[config.mk]
export PLATFORM = sky130hd
export DESIGN_NAME = slot_thread_seq
export DESIGN_NICKNAME = d
export VERILOG_FILES = /design/src/rtl/sts_pkg.sv /design/src/rtl/sts_order.sv /design/src/rtl/sts_xlate.sv /design/src/rtl/slot_thread_seq.sv
export SDC_FILE = /design/constraint.sdc
export NUM_CORES = 1
export LEC_CHECK = 0
export BUFFER_PORTS_ARGS = -buffer_cell sky130_fd_sc_hd__buf_2
export CAP_MARGIN = 20
export CORE_UTILIZATION = 58
export CTS_CLUSTER_DIAMETER = 60
export DETAILED_ROUTE_END_ITERATION = 8
export PLACE_DENSITY = 0.85
export SLEW_MARGIN = 40
export SYNTH_ARGS = -nofsm -noshare
export SYNTH_HDL_FRONTEND = slang
export SYNTH_SLANG_ARGS = --single-unit
[constraint.sdc]
create_clock -name clk -period 17.5 [get_ports clk]
set_clock_uncertainty 0.05 [all_clocks]
set_input_delay 1.75 -clock clk [delete_from_list [all_inputs] [get_ports clk]]
set_output_delay 1.75 -clock clk [all_outputs]
set_load 0.02 [all_outputs]
[src/rtl/sts_pkg.sv]
`timescale 1ns/1ps
package sts_pkg;

    typedef enum logic [1:0] {
        MODE_SOLO = 2'd0,
        MODE_DUO  = 2'd1,
        MODE_TRIO = 2'd2,
        MODE_QUAD = 2'd3
    } tmode_e;

    // First word of thread t's window for a local space of 'space' words
    function automatic int win_lo(tmode_e m, int t, int space);
        int q;
        int h;
        q = space / 4;
        h = space / 2;
        case (m)
            MODE_SOLO: return 0;
            MODE_DUO:  return (t % 2 == 1) ? h : 0;
            MODE_TRIO: return (t == 1) ? h : ((t == 2) ? h + q : 0);
            default:   return t * q;
        endcase
    endfunction

    // Last word of thread t's window; the top io_words are excluded
    function automatic int win_hi(tmode_e m, int t, int space, int io_words);
        int q;
        int h;
        int top;
        q   = space / 4;
        h   = space / 2;
        top = space - io_words - 1;
        case (m)
            MODE_SOLO: return top;
            MODE_DUO:  return (t % 2 == 1) ? top : h - 1;
            MODE_TRIO: return (t == 1) ? h + q - 1 : ((t == 2) ? top : h - 1);
            default:   return (t == 3) ? top : t * q + q - 1;
        endcase
    endfunction

endpackage

[src/rtl/sts_order.sv]
`timescale 1ns/1ps
module sts_order
    import sts_pkg::*;
#(
    parameter int TW = 2
) (
    input  tmode_e        mode_i,
    input  logic [TW-1:0] pos_i,
    output logic [TW-1:0] thr_o,
    output logic [TW-1:0] pos_nx_o
);

    always_comb begin
        case (mode_i)
            MODE_SOLO: begin
                thr_o    = '0;
                pos_nx_o = '0;
            end
            MODE_DUO: begin
                thr_o    = TW'(pos_i[0]);
                pos_nx_o = TW'(~pos_i[0]);
            end
            MODE_TRIO: begin
                // 0,1,0,2: thread 0 every second slot
                if (!pos_i[0])     thr_o = '0;
                else if (!pos_i[1]) thr_o = TW'(1);
                else               thr_o = TW'(2);
                pos_nx_o = pos_i + TW'(1);
            end
            default: begin
                thr_o    = pos_i;
                pos_nx_o = pos_i + TW'(1);
            end
        endcase
    end

endmodule

[src/rtl/sts_xlate.sv]
`timescale 1ns/1ps
module sts_xlate #(
    parameter int ADDR_W   = 9,
    parameter int IO_WORDS = 16
) (
    input  logic [ADDR_W-1:0] laddr_i,
    input  logic [ADDR_W-1:0] base_i,
    input  logic [ADDR_W-1:0] limit_i,
    output logic [ADDR_W-1:0] paddr_o
);

    localparam int SPACE = 1 << ADDR_W;
    localparam int MINW  = SPACE / 4 - IO_WORDS;
    localparam int FOLDS = (SPACE + MINW - 1) / MINW;
    localparam logic [ADDR_W-1:0] IO_BASE = ADDR_W'(SPACE - IO_WORDS);

    logic              is_io;
    logic              in_win;
    logic [ADDR_W:0]   size;
    logic [ADDR_W:0]   rem;

    always_comb begin
        is_io  = laddr_i >= IO_BASE;
        in_win = (laddr_i >= base_i) && (laddr_i <= limit_i);
        size   = {1'b0, limit_i} - {1'b0, base_i} + (ADDR_W+1)'(1);
        rem    = {1'b0, laddr_i};
        for (int k = 0; k < FOLDS; k++) begin
            if (rem >= size) rem = rem - size;
        end
        paddr_o = (is_io || in_win) ? laddr_i : base_i + rem[ADDR_W-1:0];
    end

endmodule

[src/rtl/slot_thread_seq.sv]
`timescale 1ns/1ps
module slot_thread_seq
    import sts_pkg::*;
#(
    parameter int ADDR_W   = 9,
    parameter int NTHR     = 4,
    parameter int FLAG_W   = 2,
    parameter int IO_WORDS = 16
) (
    input  logic              clk,
    input  logic              rst_n,
    input  logic              slot_i,
    input  logic [1:0]        mode_i,
    input  logic              pc_we_i,
    input  logic [ADDR_W-1:0] pc_wdata_i,
    input  logic              flag_we_i,
    input  logic [FLAG_W-1:0] flag_i,
    input  logic [ADDR_W-1:0] laddr_i,
    output logic [1:0]        thr_o,
    output logic [ADDR_W-1:0] pc_o,
    output logic [FLAG_W-1:0] flags_o,
    output logic [ADDR_W-1:0] base_o,
    output logic [ADDR_W-1:0] limit_o,
    output logic [ADDR_W-1:0] paddr_o
);

    localparam int TW    = $clog2(NTHR);
    localparam int SPACE = 1 << ADDR_W;

    typedef struct packed {
        tmode_e                         mode;
        logic [TW-1:0]                  pos;
        logic [NTHR-1:0][ADDR_W-1:0]    pc;
        logic [NTHR-1:0][FLAG_W-1:0]    flg;
    } state_t;

    state_t            st_d, st_q;
    logic [TW-1:0]     thr;
    logic [TW-1:0]     pos_nx;
    logic [ADDR_W-1:0] act_base;
    logic [ADDR_W-1:0] act_limit;
    logic [ADDR_W-1:0] pc_wrap;
    tmode_e            mode_req;
    tmode_e            mode_cur;
    logic              mode_chg;

    assign mode_req = tmode_e'(mode_i);
    assign mode_cur = st_q.mode;

    sts_order #(.TW(TW)) u_order (
        .mode_i   (st_q.mode),
        .pos_i    (st_q.pos),
        .thr_o    (thr),
        .pos_nx_o (pos_nx)
    );

    always_comb begin
        act_base  = ADDR_W'(win_lo(st_q.mode, int'(thr), SPACE));
        act_limit = ADDR_W'(win_hi(st_q.mode, int'(thr), SPACE, IO_WORDS));
    end

    sts_xlate #(.ADDR_W(ADDR_W), .IO_WORDS(IO_WORDS)) u_op_xlate (
        .laddr_i (laddr_i),
        .base_i  (act_base),
        .limit_i (act_limit),
        .paddr_o (paddr_o)
    );

    sts_xlate #(.ADDR_W(ADDR_W), .IO_WORDS(IO_WORDS)) u_pc_xlate (
        .laddr_i (pc_wdata_i),
        .base_i  (act_base),
        .limit_i (act_limit),
        .paddr_o (pc_wrap)
    );

    always_comb begin
        st_d     = st_q;
        mode_chg = mode_req != st_q.mode;
        if (mode_chg) begin
            st_d.mode = mode_req;
            st_d.pos  = '0;
            for (int t = 0; t < NTHR; t++) begin
                st_d.pc[t]  = ADDR_W'(win_lo(mode_req, t, SPACE));
                st_d.flg[t] = '0;
            end
        end else begin
            if (pc_we_i)   st_d.pc[thr]  = pc_wrap;
            if (flag_we_i) st_d.flg[thr] = flag_i;
            if (slot_i)    st_d.pos      = pos_nx;
        end
    end

    always_ff @(posedge clk) begin
        if (!rst_n) begin
            st_q.mode <= MODE_SOLO;
            st_q.pos  <= '0;
            st_q.pc   <= '0;
            st_q.flg  <= '0;
        end else begin
            st_q <= st_d;
        end
    end

    assign thr_o   = 2'(thr);
    assign pc_o    = st_q.pc[thr];
    assign flags_o = st_q.flg[thr];
    assign base_o  = act_base;
    assign limit_o = act_limit;

endmodule

==> results of run 1 <==
## where the power goes
group	switching (µW)	internal, µW	total (µW)
sequential	2.44	112	114
combinational	356	271	627
clock	38.0	56.2	94.3
## metal layers
layer | vias up | global-route usage | wire length (µm)
li1 | 2959 | - | -
met1 | 2642 | 0.367 | 6520
met2 | 181 | 0.483 | 6690
met3 | 15 | 0.0287 | 923
met4 | 0 | 0.0769 | 137
met5 | - | 0 | 0
## final cells by class
class	count	area [µm²]	share of cell area
inverter	32	120	0.0192
multi-input combinational	695	4600	0.735
tap	133	166	0.0266
clock inverter	2	60.1	0.00960
clock buffer	5	68.8	0.0110
timing repair buffer	55	280	0.0448
sequential	48	961	0.154
## through the flow
stage	worst slack [ps]	area, µm²	instances	hold slack, ps	utilization
CTS	2290	6240	970	409	0.641
global route	1590	6250	970	429	0.643
finish	2660	6250	970	411	0.643
detailed placement	2700	6110	963	397	0.628
global placement	3050	6110	963	393	0.628
floorplan	4300	5880	817	387	-
## state kept, by name (all words and copies together), names as in the netlist
register	count
st_q	46
mode_cur	2
## worst max-delay path, delay by kind of cell (launching register included)
kind	cells	cell delay, ps
compound gates	23	5270
xor+xnor	3	990
fa+ha+maj	8	2320
buf+inv	7	1320
flops	1	640
mux	3	960
simple gates	6	1240
## cells in the mapped netlist (4+ instances only)
library cell,n,share of area
a211oi_2,4,0.0086
a21o_1,11,0.014
a21oi_1,61,0.053
a31oi_1,21,0.023
a41o_1,4,0.0069
and2_1,11,0.012
and3_1,13,0.014
buf_1,4,0.0026
buf_4,13,0.017
clkbuf_1,21,0.014
dfxtp_1,48,0.17
ha_1,78,0.17
inv_1,32,0.021
mux2_2,6,0.012
mux2i_1,12,0.021
nand2_1,131,0.085
nand2b_1,10,0.011
nand3_1,32,0.028
nand4_1,6,0.0065
nor2_1,47,0.030
nor2b_1,7,0.0075
nor3_1,25,0.022
nor4_1,4,0.0043
o211ai_1,10,0.013
o21a_1,27,0.035
o21ai_0,28,0.024
o21ai_1,18,0.016
o22a_1,7,0.011
o22ai_1,4,0.0043
o31ai_1,5,0.0065
or2_2,5,0.0054
or3_1,8,0.0086
xnor2_1,12,0.018
xor2_1,9,0.014
## final timing paths
path,endpoint,cells past startpoint
max,paddr_o[8],50
min,st_q[26]$_SDFFE_PN0P_,2
min reg2reg,st_q[26]$_SDFFE_PN0P_,2
max reg2reg,st_q[25]$_SDFFE_PN0P_,49
## logic make-up (layout without fill, tap and decap cells)
kind of cell | Yosys count | count (layout) | synth area share
buffers and inverters | 74 | 94 | 0.0582
other | 2 | 23 | 0.00129
multiplexers | 18 | 18 | 0.0324
AND/OR/NAND/NOR | 315 | 315 | 0.257
XOR/XNOR | 23 | 23 | 0.0373
AO/OA/AOI/OAI | 238 | 238 | 0.280
flip-flops | 48 | 48 | 0.166
adder cells (fa/ha/maj) | 78 | 78 | 0.168
==> PnR_summary.wiki, run 1 <==
{| class="wikitable"
! Metric !! Value
|-
| Outcome || finished, violations left
|-
| Violations in the final reports || DRC
|-
| Layout cell share with drive strength beyond 1 || 0.116
|-
| Syn Inst Count || 796
|-
| Number of port buffers || 53
|-
| Most common flop cell mapped by yosys || dfxtp_1
|-
| Top library cells by usage in the layout, fill and taps aside || nand2_1 (129), ha_1 (78), a21oi_1 (61)
|-
| Number of gates resized after CTS || 0
|-
| Clock latency of the later-clocked register in the worst-skew pair || 310 ps
|-
| Via-to-Cell Ratio || 5.98
|-
| Remaining routing DRC violations || 1
|-
| Initial DRC count || 337
|-
| Crit path from || mode_cur[0]$_SDFFE_PN0N_
|-
| Number of buffers inserted to repair setup after CTS || 0
|-
| Remaining number of nets flagged by the antenna check after routing || 0
|-
| Flip-flop and latch count after synthesis || 48
|-
| Top-Level Pins || 67
|-
| Reg-to-reg startpoint || mode_cur[0]$_SDFFE_PN0N_
|-
| Remaining max-slew budget at the tightest pin || 0.457
|-
| Commonest non-fill, non-tap cell in the layout || nand2_1
|-
| Via count of the first global-routing pass || 5121
|-
| Leakage power summed over all cells || 0.00271 µW
|-
| Count of final hold-check violations || 0
|-
| Total routed wirelength || 14.3 mm
|-
| Largest net degree at the start of global routing || 33
|-
| Root buffer selected by CTS || clkbuf_8
|-
| Critical path class || flop to output port
|-
| Wire length per cell after detailed routing || 14.7 µm
|-
| TritonCTS Buffers || 5
|-
| Worst hold path class || flop to flop
|-
| Worst R2R Setup Slack || 4320 ps
|-
| Unrepaired setup endpoints after global routing || no
|-
| CP Max Fanout || 26
|-
| Cell row count || 36
|-
| Effective utilization at floorplan || 0.596
|-
| Total power || 836 µW
|-
| Critical Path Slowest Stage Cell || inv_1
|-
| Floorplan die area || 0.0104 mm²
|-
| Crit end category || output port
|-
| Global placer's final weighted congestion || 0.898
|-
| First-pass GRT wire length || 23.4 mm
|-
| Sum Neg Setup Slack || 0 ps
|-
| Clock Sinks || 48
|-
| Number of warning messages in the yosys log || 0
|-
| Fraction of registers with async set/reset || 0
|-
| Required time of the worst setup path || 15700 ps
|-
| Post-synthesis to final-layout area growth || 7.81%
|-
| Number of search-and-repair iterations in the first detailed-routing pass || 7
|-
| Die extent in x || 102 µm
|-
| GRT Util Overall || 0.279
|-
| Crit path arrival time || 13040 ps
|-
| Hold-fix buffer count after cts || 0
|-
| Clock transition at path regs || 90 ps
|-
| Syn avg cell area || 7.29 µm²
|-
| Final clock period utilization by the worst path || 0.848
|-
| Number of inserted diodes || 0
|-
| Final period demand of the worst path || 14840 ps
|-
| Height of the die || 102 µm
|-
| Nets || 942
|-
| Portion of the post-synthesis area used by sequential elements || 0.166
|-
| Delay of the slowest critical-path stage || 740 ps
|-
| Initial antenna violation count || 0
|-
| Placed wire-length estimate after detailed placement || 11.0 mm
|-
| Total congestion overflow after global routing || 0
|-
| Number of H-tree levels || 2
|-
| Number of distinct library cell variants in the gate-level netlist after synthesis || 75
|-
| Ratio of total power to cell area || 134 mW/mm²
|-
| Number of flops mapped to enable cells by yosys || 0
|-
| Number of max-slew violations in the final report || 0
|-
| Count of fill cells added during filler insertion || 917
|-
| Max Freq || 67.4 MHz
|-
| Worst-Margin Slew || 814 ps
|-
| VDD IR-drop max || 0.153 mV
|-
| Startpoint class of the critical path || flop
|-
| TritonCTS clock tree || built
|-
| Floorplan core area || 0.00973 mm²
|-
| Max-cap violation count || 0
|-
| Hold_sp || st_q[26]$_SDFFE_PN0P_
|-
| Clock buffer depth || 2
|-
| Number of setup violations in the final report || 0
|-
| Synthesized cell area || 0.00580 mm²
|-
| Routed via count || 5797
|}
Note: power is estimated with default switching activity, not from simulation.
==> inputs of run 2 (changes only) <==
Clock period 17.5 ns to 14.2 ns, I/O delays scaled along.
==> run 2 against run 1 <==
  * The flow still finishes with violations (DRC)
  * First-iteration DRC count shrank 4.7%
  * Worst hold slack lost 1.8 ps
  * Cell count grew 0.62%
  * Core utilization grew 0.45 points
  * Critical path type unchanged
  * Sequential power grew 24%
  * Combinational power grew 25%
  * Register-to-register slack lost 2700 ps
  * Clock power grew 10%
  * Cell area grew 0.70%
==> PnR_summary.wiki, run 2 (synthesized netlist as in run 1, its figures left out) <==
{| class="wikitable"
! Metric !! Value
|-
| Total routed wirelength || 14.3 mm (+0.14%)
|-
| Worst hold path class || flop to flop
|-
| Remaining max-slew budget at the tightest pin || 0.469 (+0.0116)
|-
| Smallest hold slack || 409 ps (-1.83 ps)
|-
| TritonCTS clock tree || built
|-
| Violations in the final reports || DRC
|-
| Startpoint class of the critical path || flop
|-
| Number of setup violations in the final report || 0 (unchanged)
|-
| Reg with most FFs || st_q
|-
| Cell row count || 36 (unchanged)
|-
| Placed wire-length estimate after detailed placement || 11.0 mm (+0.13%)
|-
| Outcome || finished, violations left
|-
| Commonest non-fill, non-tap cell in the layout || nand2_1
|-
| Number of search-and-repair iterations in the first detailed-routing pass || 7 (unchanged)
|-
| Ratio of total power to cell area || 164 mW/mm² (+23%)
|-
| Effective utilization at floorplan || 0.596 (unchanged)
|-
| Floorplan core area || 0.00973 mm² (unchanged)
|-
| Switching part of the total || 0.479 (+0.00490)
|-
| Number of inserted diodes || 0 (unchanged)
|-
| Sum Neg Setup Slack || 0 ps (unchanged)
|-
| Endpoint of the worst-slack reg-to-reg timing path || st_q[16]$_SDFFE_PP0P_
|-
| Total congestion overflow after global routing || 0 (unchanged)
|-
| Wire length per cell after detailed routing || 14.6 µm (-0.48%)
|-
| Max-cap violation count || 0 (unchanged)
|-
| Capture endpoint of the worst hold path || st_q[10]$_SDFFE_PP0P_
|-
| Max Freq || 74.7 MHz
|-
| Delay of the slowest critical-path stage || 500 ps (-240 ps)
|-
| Post-synthesis to final-layout area growth || 8.56%
|-
| Initial DRC count || 321 (-4.7%)
|-
| Clock transition at path regs || 90 ps (about the same)
|-
| Height of the die || 102 µm (unchanged)
|-
| Crit path from || mode_cur[0]$_SDFFE_PN0N_
|-
| Global placer's final weighted congestion || 0.936 (+4.2%)
|-
| Layout cell share with drive strength beyond 1 || 0.127 (+0.0110)
|-
| Floorplan die area || 0.0104 mm² (unchanged)
|-
| Largest register FFs || 46 (unchanged)
|-
| Die extent in x || 102 µm (unchanged)
|-
| Final period demand of the worst path || 13390 ps
|-
| CP Max Fanout || 26 (unchanged)
|-
| Final clock period utilization by the worst path || 0.943
|-
| Crit end category || output port
|-
| Clock latency of the later-clocked register in the worst-skew pair || 300 ps (about the same)
|-
| Number of H-tree levels || 2 (unchanged)
|-
| Via count of the first global-routing pass || 5011 (-2.1%)
|-
| Core occupancy in the finished layout || 0.647 (+0.00450)
|-
| Nets || 947 (+0.53%)
|-
| Initial antenna violation count || 0 (unchanged)
|-
| Sequential cell fraction of total power || 0.137 (about the same)
|-
| Hold_sp || st_q[10]$_SDFFE_PP0P_
|-
| Clock Sinks || 48 (unchanged)
|-
| Share of power burned in combinational logic || 0.762 (+0.012)
|-
| Cell repeated most along the worst path || o21a_1
|-
| FF-to-FF path depth || 50 (+2.0%)
|-
| Top library cells by usage in the layout, fill and taps aside || nand2_1 (129), ha_1 (78), a21oi_1 (60)
|-
| Worst R2R Setup Slack || 1590 ps (-2730 ps)
|-
| Via-to-Cell Ratio || 5.92 (-0.92%)
|-
| Root buffer selected by CTS || clkbuf_8
|-
| TritonCTS Buffers || 5 (unchanged)
|-
| Critical path class || flop to output port
|-
| Number of max-slew violations in the final report || 0 (unchanged)
|-
| Hold-fix buffer count after cts || 0 (unchanged)
|-
| Clock buffer depth || 2 (unchanged)
|-
| Clock network fraction of total power || 0.101 (-0.012)
|-
| Required time of the worst setup path || 12730 ps (-2970 ps)
|-
| Top-Level Pins || 67 (unchanged)
|-
| Remaining number of nets flagged by the antenna check after routing || 0 (unchanged)
|-
| Leakage power summed over all cells || 0.00273 µW (+0.79%)
|-
| First-pass GRT wire length || 23.2 mm (-0.82%)
|-
| VDD IR-drop max || 0.180 mV (+17%)
|-
| Worst-Margin Slew || 790 ps (-23.8 ps)
|-
| GRT Util Overall || 0.274 (-0.00499)
|-
| Critical Path Slowest Stage Cell || dfxtp_2
|-
| Remaining routing DRC violations || 1 (unchanged)
|-
| Reg-to-reg startpoint || mode_cur[0]$_SDFFE_PN0N_
|-
| Power spent charging and discharging nets || 494 µW (+25%)
|-
| Unrepaired setup endpoints after global routing || no
|-
| Worst hold stages || 2 (unchanged)
|-
| Crit path arrival time || 11920 ps (-1120 ps)
|-
| Routed via count || 5779 (-0.31%)
|-
| P_int || 537 µW (+22%)
|-
| Count of final hold-check violations || 0 (unchanged)
|-
| Number of port buffers || 53 (unchanged)
|-
| Largest net degree at the start of global routing || 31 (-6.1%)
|}
## run 2: cell types whose count changed in the layout (fill, tap and decap cells not counted), sizes merged
cell / delta
buf: +5
bufinv: -1
clkbuf: +1
clkinv: +1
clkinvlp: +1
inv: -1
## run 2: through the flow
step / instances / total power, µW / worst slack [ps] / area (µm²)
after floorplan: 817 / 769 / 1330 / 5880
after global placement: 967 / 892 / 1070 / 6140
after detailed placement: 967 / 904 / 550 / 6140
after CTS: 975 / 1010 / 185 / 6260
after global routing: 976 / 1130 / 71.1 / 6300
final: 976 / 1030 / 812 / 6300
## run 2: repair_timing
item	CTS	global route
setup buffers	0	1
resized for setup	0	7
endpoints found under the setup margin	0	2
## run 2: worst max path at each step
stage / end / slack (ps) / cells past startpoint
after floorplan: paddr_o[8] / 1330 / 48
after global placement: paddr_o[8] / 1070 / 51
after detailed placement: paddr_o[8] / 550 / 51
after CTS: paddr_o[8] / 190 / 51
after global routing: paddr_o[8] / 70 / 51
final: paddr_o[8] / 810 / 51
## run 2: power by group through the flow
stage / combinational [µW] / sequential [µW] / clock, µW
final: 786 / 141 / 104
after global routing: 875 / 142 / 112
after CTS: 765 / 141 / 106
after detailed placement: 760 / 144 / 0
after global placement: 748 / 144 / 0
after floorplan: 626 / 143 / 0
## run 2: final cells by class
cell class	instances	area [µm²]
Clock buffer	6	82.6
Clock inverter	2	38.8
Fill cell	908	3430
Inverter	32	124
Multi-Input combinational cell	695	4600
Sequential cell	48	962
Tap cell	133	166
Timing Repair Buffer	60	322
## run 2: critical path: cells and delay by family, from the launching register on
family	cells	cell delay (ps)
AO/OA/AOI/OAI	23	5070
XOR/XNOR	3	580
adder cells (fa/ha/maj)	7	2000
buffers and inverters	9	1620
flip-flops	1	500
multiplexers	4	1140
AND/OR/NAND/NOR	5	690
## run 2: layer usage
layer | up-vias | track usage | routed length, µm | part of all wire
met5 | - | 0 | 0 | 0
met4 | 0 | 0.0857 | 209 | 0.015
met3 | 21 | 0.0219 | 699 | 0.049
met2 | 146 | 0.468 | 6710 | 0.47
met1 | 2658 | 0.366 | 6680 | 0.47
li1 | 2954 | - | - | -
